`src/rtl/rrp_pkg.sv`:
```
package rrp_pkg;

  typedef enum logic {LANE_DISPATCH = 1'b0, LANE_COLLECT = 1'b1} lane_e;

  localparam int unsigned LANES = 2;

  // (base + off) mod n, valid for base < n and off <= n
  function automatic int unsigned wrap_sum(int unsigned base, int unsigned off,
                                           int unsigned n);
    int unsigned s;
    s = base + off;
    if (s >= n) s = s - n;
    return s;
  endfunction

endpackage

```
`src/rtl/rrp_rotate.sv`:
```
module rrp_rotate #(
  parameter int NPORT = 16,
  parameter int PW    = $clog2(NPORT)
) (
  input  logic [NPORT-1:0] status,
  input  logic [PW-1:0]    base,
  output logic [NPORT-1:0] rot
);
  import rrp_pkg::*;

  // rot[i] is the status of the port that lies i+1 places after base
  for (genvar i = 0; i < NPORT; i++) begin : g_rot
    assign rot[i] = status[PW'(wrap_sum(int'(base), i + 1, NPORT))];
  end

endmodule

```
`src/rtl/rrp_first.sv`:
```
module rrp_first #(
  parameter int NPORT = 16,
  parameter int PW    = $clog2(NPORT)
) (
  input  logic [NPORT-1:0] vec,
  output logic             hit,
  output logic [PW-1:0]    idx
);

  always_comb begin
    hit = 1'b0;
    idx = '0;
    for (int i = NPORT - 1; i >= 0; i--) begin
      if (vec[i]) begin
        hit = 1'b1;
        idx = PW'(i);
      end
    end
  end

endmodule

```
`src/rtl/rrp_lane.sv`:
```
module rrp_lane #(
  parameter int NPORT = 16,
  parameter int PW    = $clog2(NPORT)
) (
  input  logic             clk,
  input  logic             rst,
  input  logic [NPORT-1:0] status,
  input  logic             take,
  output logic [PW-1:0]    port,
  output logic             valid
);
  import rrp_pkg::*;

  logic [PW-1:0]    ptr_q, ptr_nxt, port_q, off, grant;
  logic             valid_q, hit, take_ok;
  logic [NPORT-1:0] rot;

  assign take_ok = take && valid_q;
  assign ptr_nxt = take_ok ? port_q : ptr_q;

  rrp_rotate #(.NPORT(NPORT), .PW(PW)) u_rot (
    .status(status), .base(ptr_nxt), .rot(rot)
  );

  rrp_first #(.NPORT(NPORT), .PW(PW)) u_first (
    .vec(rot), .hit(hit), .idx(off)
  );

  assign grant = PW'(wrap_sum(int'(ptr_nxt), int'(off) + 1, NPORT));

  always_ff @(posedge clk) begin
    if (rst) begin
      ptr_q   <= PW'(NPORT - 1);
      port_q  <= '0;
      valid_q <= 1'b0;
    end else begin
      ptr_q   <= ptr_nxt;
      valid_q <= hit;
      if (hit) port_q <= grant;
    end
  end

  assign port  = port_q;
  assign valid = valid_q;


  valid_any_chk: assert property (@(posedge clk) disable iff (rst)
    !$past(rst) |-> (valid_q == $past(|status)));


  grant_active_chk: assert property (@(posedge clk) disable iff (rst)
    (valid_q && !$past(rst)) |-> ((($past(status) >> port_q) & 1) != 0));


  ptr_hold_chk: assert property (@(posedge clk) disable iff (rst)
    !(take && valid_q) |=> $stable(ptr_q));


  ptr_load_chk: assert property (@(posedge clk) disable iff (rst)
    (take && valid_q) |=> (ptr_q == $past(port_q)));

endmodule

```
`src/rtl/rr_port_picker.sv`:
```
module rr_port_picker #(
  parameter int NPORT = 16,
  parameter int PW    = $clog2(NPORT)
) (
  input  logic             clk,
  input  logic             rst,
  input  logic [NPORT-1:0] in_status,
  input  logic             in_take,
  output logic [PW-1:0]    in_port,
  output logic             in_valid,
  input  logic [NPORT-1:0] out_status,
  input  logic             out_take,
  output logic [PW-1:0]    out_port,
  output logic             out_valid
);
  import rrp_pkg::*;

  logic [NPORT-1:0] st_a   [LANES];
  logic             take_a [LANES];
  logic [PW-1:0]    port_a [LANES];
  logic             val_a  [LANES];

  assign st_a[LANE_DISPATCH]   = in_status;
  assign take_a[LANE_DISPATCH] = in_take;
  assign st_a[LANE_COLLECT]    = out_status;
  assign take_a[LANE_COLLECT]  = out_take;

  // one private lane per direction
  for (genvar g = 0; g < LANES; g++) begin : g_lane
    rrp_lane #(.NPORT(NPORT), .PW(PW)) u_lane (
      .clk(clk), .rst(rst), .status(st_a[g]), .take(take_a[g]),
      .port(port_a[g]), .valid(val_a[g])
    );
  end

  assign in_port   = port_a[LANE_DISPATCH];
  assign in_valid  = val_a[LANE_DISPATCH];
  assign out_port  = port_a[LANE_COLLECT];
  assign out_valid = val_a[LANE_COLLECT];

endmodule

```
`config.mk`:
```
export PLATFORM = sky130hd
export DESIGN_NAME = rr_port_picker
export DESIGN_NICKNAME = d
export VERILOG_FILES = /design/src/rtl/rrp_pkg.sv /design/src/rtl/rrp_rotate.sv /design/src/rtl/rrp_first.sv /design/src/rtl/rrp_lane.sv /design/src/rtl/rr_port_picker.sv
export SDC_FILE = /design/constraint.sdc
export NUM_CORES = 1
export LEC_CHECK = 0
export BUFFER_PORTS_ARGS = -buffer_cell sky130_fd_sc_hd__buf_2
export CORE_MARGIN = 1
export CORE_UTILIZATION = 55
export DETAILED_ROUTE_END_ITERATION = 7
export GPL_TIMING_DRIVEN = 0
export PLACE_DENSITY_LB_ADDON = 0.3
export SLEW_MARGIN = 30
export SYNTH_ARGS = -nofsm -noshare
export SYNTH_HDL_FRONTEND = slang
export SYNTH_SLANG_ARGS = --single-unit
```
`constraint.sdc`:
```
create_clock -name clk -period 4.7 [get_ports clk]
set_input_delay 0.47 -clock clk [delete_from_list [all_inputs] [get_ports clk]]
set_output_delay 0.47 -clock clk [all_outputs]
set_load 0.1 [all_outputs]
```
# Word-level counts from Yosys, hierarchy flattened
# Index checks and enable logic that the tools add are counted.
[totals]
word_cells = 308
out_inout_bits = 10
regBits = 18
latchBits = 0
ram_bits = 0
romBits = 0
memories = 0
in_bits = 36
[classes]
n_addsub = 70
shifts = 0
div = 0
n_eq_ne = 0
mul = 0
n_bitwise = 0
n_reduce_logical = 2
order_cmp = 66
muxes = 164
[op_table]
columns = ["op", "n"]
rows = [
  ["2-to-1 mux 4 bit", 68],
  ["less-than comparator 4 x 5 -> 1 bit (second input constant)", 32],
  ["greater-or-equal comparator 5 bit (second input constant)", 30],
  ["subtractor 4 x 1 -> 4 bit (second input constant)", 34],
  ["binary-select mux 1 bit (select 4 bit)", 32],
  ["adder 4 x 4 -> 5 bit (second input constant)", 16],
  ["greater-or-equal comparator 32 x 5 -> 1 bit (second input constant)", 2],
  ["2-to-1 mux 1 bit", 64],
  ["adder 4 x 3 -> 5 bit (second input constant)", 8],
  ["adder 4 x 1 -> 5 bit (second input constant)", 4],
  ["adder 4 x 2 -> 5 bit (second input constant)", 4],
  ["adder 4 x 5 -> 6 bit", 2],
  ["adder 4 x 5 -> 6 bit (second input constant)", 2],
  ["greater-or-equal comparator 6 x 5 -> 1 bit (second input constant)", 2],
  ["logical AND 1 bit", 2],
]

# Logic depth before layout (Yosys ltp)
# Gate-level depths: netlist (run 1).
[depth]
depth_word = 27
depth_mapped = 21

# Hierarchy
# Synthesis (run 1) repeated with hierarchy kept, for this count alone.
[unflattened]
hier_cells = 326
area_unflattened_um2 = 3548.4
[by_module_without_submodules]
columns = ["mod", "area_per_inst_um2", "cells_each", "instances", "seq_area_each_um2"]
rows = [
  ["rrp_rotate", 1128.6, 82, 2, 0.0],
  ["rrp_lane", 466.7, 48, 2, 180.2],
  ["rrp_first", 178.9, 33, 2, 0.0],
]

# Worst setup path before layout (run 1)
# Ideal clock, no wire load.
[synth_path]
path_kind = "reg-to-reg"
from = "register g_lane[1].u_lane.valid_q"
to = "register g_lane[1].u_lane.port_q[2]"
setup_time_ns = 0.123
arrival_ns = 4.770
required_time_ns = 4.577
setup_slack_ns = -0.193
path_stages_with_launch = 22
path_buffers = 3
path_cell_list = "dfxtp_1 buf_4 nand3_1 and2_1 buf_4 inv_2 buf_1 ha_1 xnor2_1 mux4_2 mux2_2 nand2b_1 o2111ai_1 a21boi_0 nor2_1 xnor2_1 ha_1 inv_1 o31ai_1 xor2_1 mux2i_1 nor2_1"
[synth_via]
elab_chain_cells = 27
word_cells_on_any_way = 135
cone_classes = "add/sub (35); order compare (17); mux (82); reduce/logical (1)"
[synth_rtl]
columns = ["item", "line_no", "rtl"]
rows = [
  ["start: declaration", "rrp_lane.sv:15", "logic valid_q, hit, take_ok;"],
  ["start signal: assignment", "rrp_lane.sv:38", "valid_q <= hit;"],
  ["logical AND 1 bit *", "rrp_lane.sv:18", "assign take_ok = take && valid_q;"],
  ["2-to-1 mux 4 bit *", "rrp_lane.sv:19", "assign ptr_nxt = take_ok ? port_q : ptr_q;"],
  ["named net g_lane[1].u_lane.ptr_nxt[0]", "rrp_lane.sv:14", "logic [PW-1:0] ptr_q, ptr_nxt, port_q, off, grant;"],
  ["adder 4 x 5 -> 6 bit", "rrp_pkg.sv:11", "s = base + off;"],
  ["greater-or-equal comparator 6 x 5 -> 1 bit / subtractor 4 x 1 -> 4 bit (equally long branches)", "rrp_pkg.sv:12", "if (s >= n) s = s - n;"],
  ["2-to-1 mux 4 bit", "rrp_pkg.sv:12", ""],
  ["binary-select mux 1 bit (select 4 bit)", "rrp_rotate.sv:13", "assign rot[i] = status[PW'(wrap_sum(int'(base), i + 1, NPORT))];"],
  ["2-to-1 mux 1 bit (not written as such)", "rrp_rotate.sv:13", ""],
  ["2-to-1 mux 4 bit (16 in series)", "rrp_first.sv:14", "if (vec[i]) begin"],
  ["adder 4 x 1 -> 5 bit", "rrp_lane.sv:29", "assign grant = PW'(wrap_sum(int'(ptr_nxt), int'(off) + 1, NPORT));"],
  ["adder 4 x 5 -> 6 bit", "rrp_pkg.sv:11", ""],
  ["greater-or-equal comparator 32 x 5 -> 1 bit / subtractor 4 x 1 -> 4 bit (equally long branches)", "rrp_pkg.sv:12", ""],
  ["2-to-1 mux 4 bit", "rrp_pkg.sv:12", ""],
  ["end signal: assignment", "rrp_lane.sv:39", "if (hit) port_q <= grant;"],
  ["end: declaration", "rrp_lane.sv:14", ""],
]
# Mark *: on every way through the listed nets, which the timed path passes. The rest lies on a longest branch. The select of a mux whose other input is x is not followed.
# A chain may end at the register's enable or synchronous reset.

# Worst setup path in the final report (run 1)
[layout_path]
from = "input out_take"
to = "register g_lane[1].u_lane.port_q[2]"
[layout_via]
elab_chain_cells = 27
word_cells_on_any_way = 135
cone_classes = "add/sub (35); order compare (17); mux (82); reduce/logical (1)"
[layout_rtl]
columns = ["item", "line_no", "rtl"]
rows = [
  ["start: declaration", "rr_port_picker.sv:12", "input logic out_take,"],
  ["logical AND 1 bit *", "rrp_lane.sv:18", ""],
  ["2-to-1 mux 4 bit *", "rrp_lane.sv:19", ""],
  ["adder 4 x 5 -> 6 bit", "rrp_pkg.sv:11", ""],
  ["greater-or-equal comparator 6 x 5 -> 1 bit / subtractor 4 x 1 -> 4 bit (equally long branches)", "rrp_pkg.sv:12", ""],
  ["2-to-1 mux 4 bit", "rrp_pkg.sv:12", ""],
  ["binary-select mux 1 bit (select 4 bit)", "rrp_rotate.sv:13", ""],
  ["2-to-1 mux 1 bit (not written as such)", "rrp_rotate.sv:13", ""],
  ["2-to-1 mux 4 bit (16 in series)", "rrp_first.sv:14", ""],
  ["adder 4 x 1 -> 5 bit", "rrp_lane.sv:29", ""],
  ["adder 4 x 5 -> 6 bit", "rrp_pkg.sv:11", ""],
  ["greater-or-equal comparator 32 x 5 -> 1 bit / subtractor 4 x 1 -> 4 bit (equally long branches)", "rrp_pkg.sv:12", ""],
  ["2-to-1 mux 4 bit", "rrp_pkg.sv:12", ""],
]
# Mark *: on every way between the ends. The rest lies on a longest branch, timed or not. The select of a mux whose other input is x is not followed.

==> impl_metrics.json, run 1 <==
{
  "slowest_stage": "mux4_2",
  "crit_fanout": 10,
  "route.met2.wl_um": 5240,
  "syn_area_per_cell_um2": 8.75,
  "cts_tree": "yes",
  "crit_path_start_kind": "input pin",
  "power_density_nw_per_um2": 511,
  "synthesis.nets": 487,
  "vias_per_cell": 6.53,
  "totalWireLength_um": 10300,
  "hold_viol": 0,
  "drt-wirelength-per-cell_um": 17.4,
  "critPathTopFamily": "multiplexers",
  "final_max_slew_viol_count": 0,
  "period_needed_ps": 4440,
  "postRouteAntennaNets": 0,
  "grt_max_degree": 11,
  "path_class": "input pin to flip-flop",
  "yosys_warnings": 0,
  "die_w_um": 86.0,
  "rsz0062_at_grt": "true",
  "cpPeakStageDelay_ps": 590,
  "synth_area_um2": 3880,
  "grt_use_total_pct": 28.6,
  "worstHoldStart": "g_lane[0].u_lane.port[3]",
  "relSlewSlack_pct": 58.2,
  "crit_buf_inv": 5,
  "grt_overflow": 0,
  "grt_pass1_wl_um": 17100,
  "ir_drop_uv": 277,
  "seq_area_frac_synth_pct": 9.28,
  "htreeDepth": 1,
  "worstPathRequired_ps": 4830,
  "worstMarginPinSlew_ps": 609,
  "gp_congestion": 0.890,
  "grt_pass1_vias": 3572,
  "fmax_ghz": 0.225,
  "final_common_cell": "mux2i_1",
  "clock_sinks": 18,
  "row_count": 30,
  "async_flop_share_pct": 0,
  "synth_seq_cells": 18,
  "io_buffers": 44,
  "dp_hpwl_um": 8310,
  "synthToLayoutAreaGrowth_pct": 11.7,
  "clkTransAtPathRegs_ps": 70,
  "ys_types": 79,
  "wl_met1_um": 4210,
  "fp.coreArea_um2": 6790,
  "fin_area_um2": 4340,
  "clock_skew_ps": 2.48,
  "regToRegSetupSlack_ps": 270,
  "cts-root-buf": "clkbuf_8",
  "synth_edf_count": 0,
  "hp-class": "flip-flop to flip-flop",
  "crit_chain": "buf_2 > buf_4 > and3_1 > clkbuf_1 > nor2_4 > inv_1 > ha_1 > xnor2_4 > mux4_2 > mux2_2 > nand2b_1 > o2111ai_1 > a21boi_0 > nor2_1 > xnor2_1 > ha_1 > inv_1 > o31ai_1 > xor2_1 > mux2i_1 > nor2_1",
  "drtIter0Drc": 183,
  "final_cell_mix": "55 x mux2i_1, 48 x buf_2, 40 x nand2_1",
  "worstHoldEndpoint": "g_lane[0].u_lane.port[3]",
  "antenna_found_initial": 0,
  "critPathArrivalTime_ps": 4580,
  "die_area_um2": 7400,
  "drc": 0,
  "r2r_end": "g_lane[1].u_lane.port[2]",
  "synth_top_flop_cell": "dfxtp_1",
  "first_pass_iters": 5,
  "placed_cell_area_um2": 4230,
  "nets": 538,
  "die_h_um": 86.0,
  "setup.worst_path.end_class": "flip-flop",
  "setup_viol": 0,
  "fin_util_pct": 63.8,
  "highest_layer": "met4",
  "drv_cap": 0,
  "period_share_pct": 94.6,
  "syn_inst": 444,
  "power_leakage_nw": 1.77,
  "ff2ff_path_depth": 20,
  "drive_gt1_share_pct": 30.0,
  "diodes": 0,
  "dr_wl_met3_um": 545,
  "insertion_delay_ps": 250,
  "clock_path_buffers": 2,
  "holdPathStages": 2,
  "status": "finished, final reports clean",
  "cts-buffers-inserted": 3,
  "io_pins": 46,
  "num_vias": 3854,
  "crit_path_start": "out_take",
  "regToRegStartpoint": "g_lane[1].u_lane.valid",
  "fillers": 600,
  "start_util_pct": 57.2
}
## per-stage QoR
step / setup TNS [ps] / power [W] / std cells / setup slack (ps) / hold WS [ps]
floorplan: 0 / 0.00171 / 444 / 106 / 698
global placement: -660 / 0.00200 / 584 / -309 / 463
detailed placement: -849 / 0.00204 / 584 / -372 / 478
CTS: 0 / 0.00218 / 588 / 19.1 / 491
global route: -3.11 / 0.00239 / 590 / -3.11 / 530
finish: 0 / 0.00222 / 590 / 255 / 485
## cell type report
cell class	instances	area, um2	area share, %
clock buffers	4	55.1	1.27
inverters	10	42.5	0.981
plain buffers	22	155	3.58
multi-input cells	393	3360	77.4
flip-flops and latches	18	364	8.39
well taps	96	120	2.77
repair buffers	47	243	5.60
## synthesized netlist by cell type (5+ instances only)
library cell  instances  area [um2]
mux2i_1              56         561
nand2_1              40         150
nand3_1              35         175
mux2_2               29         327
o21ai_0              23         115
mux4_2               22         495
dfxtp_1              18         360
nor2_1               18        67.6
xnor2_1              13         114
nor3_1               11        55.1
o211ai_1             11        82.6
a21oi_1              10        50.1
a21boi_0              9        67.6
nand2b_1              9        56.3
and3_1                7        43.8
clkbuf_1              6        22.5
ha_1                  6        75.1
xor2_1                6        52.6
a31oi_1               5        31.3
and2_1                5        31.3
buf_4                 5        37.5
inv_1                 5        18.8
## worst max path at each step
stage               cells after the start  slack (ps)                       end
floorplan                              16         110  g_lane[0].u_lane.port[3]
global placement                       21        -310  g_lane[1].u_lane.port[2]
detailed placement                     21        -370  g_lane[1].u_lane.port[2]
CTS                                    21          20  g_lane[1].u_lane.port[2]
global route                           20          -3  g_lane[1].u_lane.port[2]
finish                                 21         260  g_lane[1].u_lane.port[2]
## worst register-to-register path, cell delays in order, from the launching register on
cell and delay, ps:
dfxtp_2 340, buf_4 180, and3_1 170, clkbuf_1 230
nor2_4 250, inv_1 150, ha_1 270, xnor2_4 280
mux4_2 590, mux2_2 310, nand2b_1 150, o2111ai_1 180
a21boi_0 200, nor2_1 220, xnor2_1 100, ha_1 200
inv_1 50, o31ai_1 80, xor2_1 170, mux2i_1 160
nor2_1 50
## metal layers
metal | GRT usage (%) | up-vias
met4 | 9.85 | 0
met5 | 0 | -
met1 | 35.2 | 1868
met2 | 52.0 | 137
li1 | - | 1830
met3 | 2.50 | 19
## registers in the layout, indices dropped and copies added (netlist names)
register and cells:
g_lane.u_lane.port 8, g_lane.u_lane.ptr_q 8, g_lane.u_lane.valid 2
## where the power goes
part           switching, W  total [W]  internal [W]  leakage, nW
Combinational       0.00108    0.00184      0.000764         1.59
Sequential        0.0000527   0.000247      0.000195        0.150
Clock             0.0000507   0.000125     0.0000743       0.0288
Total               0.00118    0.00222       0.00103         1.77
## cell families (layout without fill, tap and decap cells)
| family | after synthesis | in the layout | share of synthesized area (%) |
|---|---|---|---|
| AO/OA/AOI/OAI | 94 | 94 | 17.4 |
| XOR/XNOR | 21 | 21 | 5.12 |
| adder cells (fa/ha/maj) | 8 | 8 | 2.71 |
| buffers and inverters | 33 | 83 | 5.19 |
| flip-flops | 18 | 18 | 9.28 |
| multiplexers | 113 | 113 | 38.8 |
| AND/OR/NAND/NOR | 157 | 157 | 21.5 |
## timing repair
action,CTS,global route
setup buffers,0,3
pin swaps,0,1
gates resized for setup,1,5
endpoints found under the setup margin,1,5
hold buffers,0,0
(Power assumes the default switching activity.)
==> inputs of run 2 (changes only) <==
clock period = 5.4 ns   (was 4.7 ns; I/O delays follow)
==> impl_metrics.json, run 2 (synthesis gave the netlist of run 1 again) <==
{
  "status": "finished, final reports clean",
  "critPathArrivalTime_ps": 5040,
  "cpPeakStageDelay_ps": 610,
  "die_w_um": 86.0,
  "crit_fanout": 10,
  "die_h_um": 86.0,
  "fin_cells": 588,
  "setup_viol": 0,
  "crit_chain": "buf_2 > buf_4 > and3_1 > clkbuf_1 > nor2_2 > inv_1 > ha_1 > xnor2_1 > mux4_2 > mux2_2 > nand2b_1 > o2111ai_1 > a21boi_0 > nor2_1 > xnor2_1 > ha_1 > inv_1 > o31ai_1 > xor2_1 > mux2i_1 > nor2_1",
  "fmax_ghz": 0.204,
  "period_needed_ps": 4900,
  "clock_sinks": 18,
  "dp_cells": 584,
  "grt_use_total_pct": 28.6,
  "io_pins": 46,
  "io_buffers": 44,
  "postRouteAntennaNets": 0,
  "drc": 0,
  "cts-buffers-inserted": 3,
  "final_cell_mix": "56 x mux2i_1, 48 x buf_2, 40 x nand2_1",
  "cts-resized-gates": 0,
  "period_share_pct": 90.8,
  "setup.worst_path.end_class": "flip-flop",
  "vias_per_cell": 6.52,
  "grt_overflow": 0,
  "antenna_found_initial": 0,
  "post_cts_buffers": 0,
  "fillers": 613,
  "grt_pass1_wl_um": 17000,
  "clkTransAtPathRegs_ps": 70,
  "slowest_stage": "mux4_2",
  "cts_tree": "yes",
  "fp.coreArea_um2": 6790,
  "insertion_delay_ps": 250,
  "drt-wirelength-per-cell_um": 17.7,
  "rsz0062_at_grt": "false",
  "drv_cap": 0,
  "hp-class": "flip-flop to flip-flop",
  "clock_path_buffers": 2,
  "clock_skew_ps": 5.77,
  "drtIter0Drc": 196,
  "final_common_cell": "mux2i_1",
  "multiInputGateArea_um2": 3320,
  "synthToLayoutAreaGrowth_pct": 10.2,
  "diodes": 0,
  "grt_max_degree": 11,
  "final_max_slew_viol_count": 0,
  "postCtsHoldBufs": 0,
  "start_util_pct": 57.2,
  "power_density_nw_per_um2": 446,
  "drive_gt1_share_pct": 28.0,
  "grt_pass1_vias": 3614,
  "cts-root-buf": "clkbuf_8",
  "gp_congestion": 0.920,
  "hold_viol": 0,
  "regToRegSetupSlack_ps": 560,
  "relSlewSlack_pct": 44.2,
  "path_class": "input pin to flip-flop",
  "ir_drop_uv": 232,
  "first_pass_iters": 4,
  "num_vias": 3834,
  "dp_hpwl_um": 8440,
  "worstPathRequired_ps": 5540,
  "htreeDepth": 1,
  "regArea_um2": 360,
  "power_leakage_nw": 1.76,
  "worstMarginPinSlew_ps": 838,
  "die_area_um2": 7400,
  "crit_path_start_kind": "input pin",
  "nets": 536,
  "fin_setup_tns_ps": 0,
  "row_count": 30,
  "totalWireLength_um": 10400
}
run 2: cell type report:
type                    instances  area share [%]
multi-input cells             393            77.6
flip-flops and latches         18            8.42
repair buffers                 44            5.14
plain buffers                  23            3.71
well taps                      96            2.81
clock buffers                   4            1.29
inverters                      10           0.994
run 2: per-layer routing:
layer	wire [um]	track usage (%)	vias to the layer above
met5	0	0	-
met4	366	10.8	0
met3	561	2.98	26
met2	5370	53.2	159
met1	4090	33.6	1827
li1	-	-	1822
run 2: critical path: cells and delay by family:
kind                       cells  cell delay [ps]
muxes                          3             1060
and+or+nand+nor                5             1020
buffers and inverters          5              750
xor gates and xnor gates       3              750
AOI/OAI and AO/OA              3              460
adders and majority gates      2              440
run 2: final timing paths:
kind	depth (start not counted)	to	startpoint
max	21	g_lane[1].u_lane.port[2]	out_take
min	2	g_lane[0].u_lane.port[3]	g_lane[0].u_lane.port[3]
max reg2reg	20	g_lane[1].u_lane.port[2]	g_lane[1].u_lane.valid
min reg2reg	2	g_lane[0].u_lane.port[3]	g_lane[0].u_lane.port[3]
run 2: power by group:
group	internal, W	switching [W]
Clock	0.0000648	0.0000452
Sequential	0.000168	0.0000450
Combinational	0.000654	0.000932
run 2: per-stage QoR:
stage / utilization (%) / hold WS (ps) / power (W) / setup slack, ps / cell area (um2)
5_1_grt: 63.0 / 526 / 0.00206 / 252 / 4280
4_1_cts: 63.0 / 481 / 0.00190 / 511 / 4280
6_report: 63.0 / 482 / 0.00191 / 497 / 4280
3_5_place_dp: 62.2 / 471 / 0.00178 / 238 / 4230
3_3_place_gp: 62.2 / 462 / 0.00174 / 328 / 4230
2_1_floorplan: - / 754 / 0.00149 / 507 / 3880
==> inputs of run 3 (changes only) <==
SYNTH_HIERARCHICAL = 1   (was default)
==> impl_metrics.json, run 3 <==
{
  "crit_path_end": "g_lane[0].u_lane/port[3]",
  "clock_path_buffers": 2,
  "num_vias": 2884,
  "power_w": 0.00184,
  "totalWireLength_um": 8020,
  "fin_setup_tns_ps": 0,
  "rsz0062_at_grt": "false",
  "drt-wirelength-per-cell_um": 17.8,
  "crit_path_start_kind": "flip-flop",
  "status": "finished, final reports clean",
  "power_leakage_nw": 1.78,
  "gp_congestion": 0.933,
  "period_share_pct": 90.0,
  "grt_use_total_pct": 24.7,
  "nets": 436,
  "final_cell_mix": "52 x mux2i_1, 51 x buf_2, 28 x mux4_2",
  "yosys_warnings": 6,
  "die_h_um": 82.3,
  "clock_sinks": 18,
  "cts-root-buf": "clkbuf_8",
  "period_needed_ps": 4860,
  "postRouteAntennaNets": 0,
  "synth_commonest_cells": "52 x mux2i_1, 28 x mux4_2, 24 x inv_1, 24 x mux4_1, 22 x ha_1",
  "start_util_pct": 58.5,
  "relSlewSlack_pct": 54.0,
  "postCtsHoldBufs": 0,
  "synthesis.nets": 386,
  "yosysTopAreaCellShare_pct": 17.8,
  "synth_area_um2": 3550,
  "ff2ff_path_depth": 15,
  "ys_types": 38,
  "vias_per_cell": 6.41,
  "synthToLayoutAreaGrowth_pct": 10.5,
  "syn_area_per_cell_um2": 10.9,
  "insertion_delay_ps": 250,
  "first_pass_iters": 4,
  "grt_overflow": 0,
  "final_common_cell": "mux2i_1",
  "row_count": 28,
  "synth_edf_count": 0,
  "drv_cap": 0,
  "cts_tree": "yes",
  "worstPathRequired_ps": 5540,
  "diodes": 0,
  "clock_skew_ps": 1.47,
  "die_area_um2": 6780,
  "synth_seq_cells": 18,
  "ir_drop_uv": 502,
  "setup_viol": 0,
  "path_class": "flip-flop to flip-flop",
  "dp_hpwl_um": 6570,
  "io_pins": 46,
  "io_buffers": 45,
  "crit_fanout": 11,
  "crit_path_start": "g_lane[0].u_lane/valid",
  "r2r_end": "g_lane[0].u_lane/port[3]",
  "ys_top_cells_by_area": "mux4_1 18%, mux4_2 18%, mux2i_1 15%",
  "drtIter0Drc": 101,
  "hold_viol": 0,
  "fp.coreArea_um2": 6060,
  "synth_top_flop_cell": "dfxtp_1",
  "yosysMostFrequentCell": "mux2i_1",
  "antenna_found_initial": 0,
  "drive_gt1_share_pct": 27.5,
  "fmax_ghz": 0.206,
  "fillers": 490,
  "clkTransAtPathRegs_ps": 60,
  "post_cts_buffers": 0,
  "worstMarginPinSlew_ps": 690,
  "cts-resized-gates": 0,
  "final_max_slew_viol_count": 0,
  "seq_area_frac_synth_pct": 10.2,
  "regToRegStartpoint": "g_lane[0].u_lane/valid",
  "htreeDepth": 1,
  "grt_pass1_wl_um": 12900,
  "regToRegSetupSlack_ps": 540,
  "async_flop_share_pct": 0,
  "hp-class": "flip-flop to flip-flop",
  "synth_top_cell_by_area": "mux4_1",
  "die_w_um": 82.3,
  "critPathArrivalTime_ps": 5000,
  "power_density_nw_per_um2": 470,
  "drc": 0,
  "preCtsSetupSlack_ps": 291,
  "grt_max_degree": 19,
  "syn_inst": 326,
  "setup.worst_path.end_class": "flip-flop",
  "cts-buffers-inserted": 3,
  "grt_pass1_vias": 2755,
  "setup_ws_ps": 538
}
-- run 3: how the worst min path moves through the flow --
stage                              startpoint                        end  slack, ps  cells past startpoint
floorplan           g_lane[0].u_lane/ptr_q[0]  g_lane[0].u_lane/ptr_q[0]        470                      2
global placement     g_lane[0].u_lane/port[2]   g_lane[0].u_lane/port[2]        490                      2
detailed placement   g_lane[1].u_lane/port[2]   g_lane[1].u_lane/port[2]        490                      2
CTS                  g_lane[1].u_lane/port[2]   g_lane[1].u_lane/port[2]        500                      2
global route         g_lane[0].u_lane/port[2]   g_lane[0].u_lane/port[2]        520                      2
finish               g_lane[0].u_lane/port[2]   g_lane[0].u_lane/port[2]        500                      2
-- run 3: layer usage --
metal  vias to the layer above  share of wire [%]  global-route usage (%)
met1                      1400                 45                    33.0
met4                         0                1.4                    5.09
met3                        12                4.2                    1.76
li1                       1383                  -                       -
met5                         -                  0                       0
met2                        89                 50                    44.0
-- run 3: worst max-delay path, cell delays in order (launching register included) --
cell and delay [ps]:
dfxtp_1 380, nand2_1 140, mux2_2 460, buf_2 340
inv_1 160, ha_1 360, buf_2 280, mux4_1 400
mux4_1 610, o311a_2 430, o22ai_1 170, inv_1 60
ha_1 190, o21ai_0 250, and4bb_1 250, a211o_1 250
-- run 3: through the flow --
step                utilization [%]  cells  hold slack, ps  instance area (um2)
floorplan                         -    326             474                 3550
global placement               63.8    446             490                 3870
detailed placement             63.8    446             492                 3870
CTS                            64.7    450             501                 3920
global route                   64.7    450             517                 3920
finish                         64.7    450             502                 3920
-- run 3: cell families after synthesis --
logic type | Yosys count | synth area share, %
simple gates | 78 | 12.3
compound gates | 38 | 7.12
buf+inv | 38 | 4.65
fa+ha+maj | 24 | 8.89
xor+xnor | 22 | 5.43
mux | 108 | 51.5
flops | 18 | 10.2
-- run 3: layout make-up --
cell class / count / area (um2) / share of cell area (%)
multi-input combinational: 270 / 3020 / 77.1
sequential: 18 / 360 / 9.19
timing repair buffer: 45 / 225 / 5.74
tap: 75 / 93.8 / 2.39
inverter: 24 / 90.1 / 2.30
buffer: 14 / 75.1 / 1.91
clock buffer: 4 / 55.1 / 1.40
-- run 3: power breakdown --
part	leakage (nW)	switching, W	internal [W]	total (W)
clock network	0.0288	0.0000425	0.0000647	0.000107
logic	1.60	0.000895	0.000658	0.00155
registers	0.150	0.0000181	0.000167	0.000185
